`src/rtl/tsi_host_pkg.sv`:
```
package tsi_host_pkg;
  localparam int HOST_DW = 8;

  typedef enum logic [1:0] {
    REG_CTRL = 2'b00,
    REG_SLOT = 2'b01,
    REG_MODE = 2'b10,
    REG_DATA = 2'b11
  } host_reg_e;

  // control register bit positions (decoded by host software)
  localparam int BIT_MRST  = 7;
  localparam int BIT_CECLR = 6;
  localparam int BIT_SECLR = 5;
  localparam int BIT_PAGE  = 4;
  localparam int BIT_BBEN  = 3;
  localparam int BIT_LBEN  = 2;
  localparam int BIT_LCEN  = 1;

  typedef struct packed {
    logic page;
    logic bb_en;
    logic lb_en;
    logic lclk_en;
  } ctrl_t;

  typedef struct packed {
    logic mrst;
    logic ceclr;
    logic seclr;
  } cmd_t;
endpackage

```
`src/rtl/tsi_host_ctrl.sv`:
```
module tsi_host_ctrl
  import tsi_host_pkg::*;
(
  input  logic                 clk,
  input  logic                 rst_n,
  input  logic                 wr_ctrl,
  input  logic [HOST_DW-1:1]   wdata,
  output ctrl_t                ctrl_q,
  output cmd_t                 cmd_q
);
  ctrl_t ctrl_d;
  cmd_t  cmd_d;

  always_comb begin
    ctrl_d = ctrl_q;
    cmd_d  = '0;               // commands live for one cycle only
    if (cmd_q.mrst) begin
      ctrl_d = '0;
    end else if (wr_ctrl) begin
      ctrl_d.page    = wdata[BIT_PAGE];
      ctrl_d.bb_en   = wdata[BIT_BBEN];
      ctrl_d.lb_en   = wdata[BIT_LBEN];
      ctrl_d.lclk_en = wdata[BIT_LCEN];
      cmd_d.mrst     = wdata[BIT_MRST];
      cmd_d.ceclr    = wdata[BIT_CECLR];
      cmd_d.seclr    = wdata[BIT_SECLR];
    end
  end

  always_ff @(posedge clk or negedge rst_n) begin
    if (!rst_n) begin
      ctrl_q <= '0;
      cmd_q  <= '0;
    end else begin
      ctrl_q <= ctrl_d;
      cmd_q  <= cmd_d;
    end
  end
endmodule

```
`src/rtl/tsi_host_indirect.sv`:
```
module tsi_host_indirect
  import tsi_host_pkg::*;
#(
  parameter int SLOT_W = 8,
  parameter int MODE_W = 8,
  localparam int AW    = SLOT_W + MODE_W
) (
  input  logic               clk,
  input  logic               rst_n,
  input  logic               sw_clr,
  input  logic               wr_slot,
  input  logic               wr_mode,
  input  logic               wr_data,
  input  logic               rd_data,
  input  logic [HOST_DW-1:0] wdata,
  input  logic               mem_ack,
  input  logic [HOST_DW-1:0] mem_rdata,
  output logic               busy,
  output logic [HOST_DW-1:0] data_q,
  output logic               mem_req,
  output logic               mem_we,
  output logic [AW-1:0]      mem_addr,
  output logic [HOST_DW-1:0] mem_wdata
);
  logic [SLOT_W-1:0]  slot_q, slot_d;
  logic [MODE_W-1:0]  mode_q, mode_d;
  logic [HOST_DW-1:0] data_d, wdat_q, wdat_d;
  logic [AW-1:0]      addr_q, addr_d;
  logic               busy_q, busy_d, we_q, we_d;
  logic               start;

  assign start = (wr_data || rd_data) && !busy_q;

  always_comb begin
    slot_d = slot_q;
    mode_d = mode_q;
    data_d = data_q;
    wdat_d = wdat_q;
    addr_d = addr_q;
    busy_d = busy_q;
    we_d   = we_q;
    if (sw_clr) begin
      slot_d = '0;
      mode_d = '0;
      data_d = '0;
      wdat_d = '0;
      addr_d = '0;
      busy_d = 1'b0;
      we_d   = 1'b0;
    end else begin
      if (wr_slot) slot_d = wdata[SLOT_W-1:0];
      if (wr_mode) mode_d = wdata[MODE_W-1:0];
      if (busy_q && mem_ack) begin
        busy_d = 1'b0;
        if (!we_q) data_d = mem_rdata;
      end else if (start) begin
        busy_d = 1'b1;
        we_d   = wr_data;
        addr_d = {mode_q, slot_q};
        if (wr_data) begin
          data_d = wdata;
          wdat_d = wdata;
        end
      end
    end
  end

  always_ff @(posedge clk or negedge rst_n) begin
    if (!rst_n) begin
      slot_q <= '0;
      mode_q <= '0;
      data_q <= '0;
      wdat_q <= '0;
      addr_q <= '0;
      busy_q <= 1'b0;
      we_q   <= 1'b0;
    end else begin
      slot_q <= slot_d;
      mode_q <= mode_d;
      data_q <= data_d;
      wdat_q <= wdat_d;
      addr_q <= addr_d;
      busy_q <= busy_d;
      we_q   <= we_d;
    end
  end

  assign busy      = busy_q;
  assign mem_req   = busy_q;
  assign mem_we    = we_q;
  assign mem_addr  = addr_q;
  assign mem_wdata = wdat_q;
endmodule

```
`src/rtl/tsi_host_port.sv`:
```
module tsi_host_port
  import tsi_host_pkg::*;
#(
  parameter int SLOT_W = 8,
  parameter int MODE_W = 8
) (
  input  logic                     clk,
  input  logic                     rst_n,
  input  logic                     host_wr,
  input  logic                     host_rd,
  input  logic [1:0]               host_addr,
  input  logic [7:0]               host_wdata,
  output logic [7:0]               host_rdata,
  output logic                     page_sel,
  output logic                     bb_oe,
  output logic                     lb_oe,
  output logic                     lclk_oe,
  output logic                     clkerr_clr,
  output logic                     syserr_clr,
  output logic                     soft_rst,
  output logic                     mem_req,
  output logic                     mem_we,
  output logic [SLOT_W+MODE_W-1:0] mem_addr,
  output logic [7:0]               mem_wdata,
  input  logic                     mem_ack,
  input  logic [7:0]               mem_rdata
);
  host_reg_e          sel;
  logic               rd_eff;
  ctrl_t              ctrl_q;
  cmd_t               cmd_q;
  logic               busy;
  logic [HOST_DW-1:0] data_q;
  logic [HOST_DW-1:0] rdata_q, rdata_d;

  assign sel    = host_reg_e'(host_addr);
  assign rd_eff = host_rd && !host_wr;

  tsi_host_ctrl u_ctrl (
    .clk     (clk),
    .rst_n   (rst_n),
    .wr_ctrl (host_wr && sel == REG_CTRL),
    .wdata   (host_wdata[HOST_DW-1:1]),
    .ctrl_q  (ctrl_q),
    .cmd_q   (cmd_q)
  );

  tsi_host_indirect #(.SLOT_W(SLOT_W), .MODE_W(MODE_W)) u_ind (
    .clk       (clk),
    .rst_n     (rst_n),
    .sw_clr    (cmd_q.mrst),
    .wr_slot   (host_wr && sel == REG_SLOT),
    .wr_mode   (host_wr && sel == REG_MODE),
    .wr_data   (host_wr && sel == REG_DATA),
    .rd_data   (rd_eff && sel == REG_DATA),
    .wdata     (host_wdata),
    .mem_ack   (mem_ack),
    .mem_rdata (mem_rdata),
    .busy      (busy),
    .data_q    (data_q),
    .mem_req   (mem_req),
    .mem_we    (mem_we),
    .mem_addr  (mem_addr),
    .mem_wdata (mem_wdata)
  );

  // registered read-back path
  always_comb begin
    rdata_d = rdata_q;
    if (cmd_q.mrst) begin
      rdata_d = '0;
    end else if (rd_eff) begin
      unique case (sel)
        REG_CTRL: rdata_d = {cmd_q.mrst, cmd_q.ceclr, cmd_q.seclr, ctrl_q.page,
                             ctrl_q.bb_en, ctrl_q.lb_en, ctrl_q.lclk_en, busy};
        REG_DATA: rdata_d = data_q;
        default:  rdata_d = '0;   // slot and mode are write-only
      endcase
    end
  end

  always_ff @(posedge clk or negedge rst_n) begin
    if (!rst_n) rdata_q <= '0;
    else        rdata_q <= rdata_d;
  end

  assign host_rdata = rdata_q;
  assign page_sel   = ctrl_q.page;
  assign bb_oe      = ctrl_q.bb_en;
  assign lb_oe      = ctrl_q.lb_en;
  assign lclk_oe    = ctrl_q.lclk_en;
  assign clkerr_clr = cmd_q.ceclr;
  assign syserr_clr = cmd_q.seclr;
  assign soft_rst   = cmd_q.mrst;
endmodule

```
`config.mk`:
```
export PLATFORM = sky130hd
export DESIGN_NAME = tsi_host_port
export DESIGN_NICKNAME = d
export VERILOG_FILES = /design/src/rtl/tsi_host_pkg.sv /design/src/rtl/tsi_host_ctrl.sv /design/src/rtl/tsi_host_indirect.sv /design/src/rtl/tsi_host_port.sv
export SDC_FILE = /design/constraint.sdc
export NUM_CORES = 1
export LEC_CHECK = 0
export ABC_AREA = 1
export CAP_MARGIN = 0
export CORE_UTILIZATION = 25
export CTS_BUF_LIST = sky130_fd_sc_hd__clkbuf_4
export DETAILED_ROUTE_END_ITERATION = 7
export DONT_BUFFER_PORTS = 1
export SLEW_MARGIN = 0
export SYNTH_ARGS = -nofsm -noshare
export SYNTH_HDL_FRONTEND = slang
export SYNTH_SLANG_ARGS = --single-unit
```
`constraint.sdc`:
```
create_clock -name clk -period 1.55 [get_ports clk]
set_input_delay 0 -clock clk [delete_from_list [all_inputs] [get_ports clk]]
set_output_delay 0 -clock clk [all_outputs]
set_load 0.02 [all_outputs]
```
==> results.md <==
* Run status: finished, final reports clean
* # DRC at 0
* Clock Tree Buf Depth at 2
* Via count of the first global-routing pass at 2475
* Initial core utilization at 25.7%
* GRT met2 Usage at 20.5%
* GR met3 Demand/Resource at 4.45%
* FF-to-FF Start: u_ctrl.cmd_q[2]
* Grt peak-use layer: met2
* DRT Wirelength at 8310 µm
* Reg clk slew, reported paths at 0.10 ns
* DP HPWL at 5900 µm
* Post-synthesis cell count at 350
* DP Area at 3250 µm²
* NumNets Final at 404
* Antenna violations before repair at 1
* TritonCTS Buffers at 9
* Most common cell after layout, fill and taps aside: nand2_1
* Total die area at 12800 µm²
* Via Count at 2517
* Worst EP required at 1.90 ns
* IO Count at 64
* HP Class: input port to flop
* Hold wc startpoint: host_addr[0]
* VDD IR-drop max at 384 µV
* Total global routing overflow at 0
* DRC violation total after the first TritonRoute iteration at 135
* Post-synth top area cell: dfrtp_1
* Mapped Area at 3090 µm²
* Top post-synthesis cells by area: dfrtp_1, nand2_1, nand3_1
* Die Span X at 113 µm
* CP max FO at 50
* Relative slew margins at 67.5%
* CP max stage delay at 0.43 ns
* CTS resizes at 0
* Worst Max-Slew Pin Slew at 0.486 ns
* Skew final at 0.0145 ns
* Final Hold Viols at 0
* Detailed Routing Iterations Pass 1 at 4
* Setup Viol. Count Final at 0
* CTS H-Tree Depth at 3
* Non-Filler Instances at 529
* Dpl cells at 490
* Clk sinks at 65
* Detail Route Antenna Nets at 0
* Post-CTS Repair Setup Buffers at 0
* Syn Nets at 378
* Routed len/inst at 15.7 µm
* Setup crit start kind: flop
* First-pass GRT wire length at 13400 µm
* Max-slew violations at 0
* CP Capture Type: flop
* R2r endpoint: u_ind.mem_wdata[0]
* Placer Congestion at 0.832
* Register bit count reported by yosys at 65
* Cell Chain, Critical Path: inv_2 -> buf_12 -> nand4_2 -> o21ai_1
* Synth warnings at 0
* Max Freq at 0.726 GHz
* Bufs and invs on worst path at 2
* Fin crit share at 88.8%
* Layout area overhead at 17.3%
* Setup TNS after final layout at 0 ns
* Slowest-stage cell, CP: dfrtp_1
* Core area at 12000 µm²
* Mean Syn Cell Area at 8.82 µm²
* Global Route Usage Sum at 13.8%
* Num rows at 40
* Clk root buf: clkbuf_4
* Pin count of the biggest net entering global routing at 66
* Fin area at 3620 µm²
* Worst EP arrival at 1.73 ns
* Die height at 113 µm
* Worst hold margin at 0.0332 ns
* Hold EP: host_rdata[2]
* Post-synthesis sequential area ratio at 52.7%
* Vias/cell at 4.76
* RSZ-0062 raised after global routing: no
* Pleak at 1.89 nW
* Clk_lat worst skew at 0.43 ns
* I/O Buffers at 0
* Synth unique cells at 26
* Power per cell area at 1270 nW/µm²
* Grt met1 use at 18.4%
* Util after Layout at 30.2%
* Crit path time final at 1.38 ns
* Layout cells sized above 1 at 13.4%
* Synth top area share at 52.7%
* FF-to-FF setup slack at 0.17 ns
* Max-cap violations at 0
* WP depth at 4
* TritonCTS clock tree: yes
* Most frequent cells in the layout: nand2_1, dfrtp_1, nand3_1
* Hold path depth at 5
* Reg2reg path depth at 4
* Top delay family on crit path: flip-flops
* Setup Crit Path Kind: flop to flop
## repair_timing
action / CTS / global route
endpoints found under the setup margin: 0 / 0
hold endpoints to repair: 129 / 0
hold buffers: 22 / 0
## worst reg2reg max path, cell delays in order, from the launching register on
cell	delay [ns]
dfrtp_1	0.43
inv_2	0.15
buf_12	0.25
nand4_2	0.26
o21ai_1	0.22
## routing by layer
metal / vias to the layer above / share of wire (%)
met5: - / 0
li1: 1220 / -
met4: 0 / 2.4
met3: 14 / 6.4
met1: 1212 / 46
met2: 71 / 45
## sequential cells by signal (all words and copies together) (netlist names)
signal	count
u_ind.data_q	8
u_ctrl.ctrl_q	4
u_ind.mode_q	8
host_rdata	8
u_ind.busy	1
u_ind.mem_addr	16
u_ind.mem_wdata	8
u_ind.slot_q	8
u_ctrl.cmd_q	3
u_ind.mem_we	1
## stage by stage
| step | total power [W] | worst slack [ns] |
|---|---|---|
| global placement | 0.00340 | 0.254 |
| detailed placement | 0.00343 | 0.195 |
| global route | 0.00491 | 0.0407 |
| CTS | 0.00466 | 0.189 |
| finish | 0.00460 | 0.173 |
| floorplan | 0.00316 | 0.253 |
## how the worst max path moves through the flow
stage / startpoint / end / slack (ns)
after global placement: u_ind.busy / u_ind.data_q[3] / 0.25
after detailed placement: u_ctrl.cmd_q[2] / u_ind.mem_wdata[0] / 0.20
after floorplan: u_ctrl.cmd_q[2] / u_ind.mem_addr[15] / 0.25
after CTS: u_ctrl.cmd_q[2] / u_ind.mem_wdata[1] / 0.19
final: u_ctrl.cmd_q[2] / u_ind.mem_wdata[0] / 0.17
after global routing: u_ctrl.cmd_q[2] / u_ind.mem_wdata[3] / 0.04
## cell type report
cell class	count	area, µm²
clock buffer	12	90.1
fill	1286	8390
clock inverter	4	43.8
antenna	1	2.50
multi-input combinational	246	1270
inverter	24	91.3
sequential	65	1630
timing repair buffer	30	310
tap	147	184
## logic make-up after synthesis
logic type      Yosys count  synth area share [%]
buf+inv                  39                  6.08
simple gates            219                  35.4
compound gates           22                  3.81
flops                    65                  52.7
fa+ha+maj                 5                  2.03
## cells in the mapped netlist (all sizes together)
cell type    n
o21ai       19
inv         23
nand3       67
nand4       18
a22o         2
a21oi        1
buf         14
nand2      118
ha           5
nor3         3
clkinv       1
dfrtp       65
nor2        13
clkbuf       1
## report_power, final
| part | leakage [nW] | switching [W] | internal (W) |
|---|---|---|---|
| logic | 0.957 | 0.000540 | 0.000340 |
| registers | 0.852 | 0.000555 | 0.00205 |
| clock network | 0.0787 | 0.000585 | 0.000537 |
| total | 1.89 | 0.00168 | 0.00292 |
(Power assumes the default switching activity.)
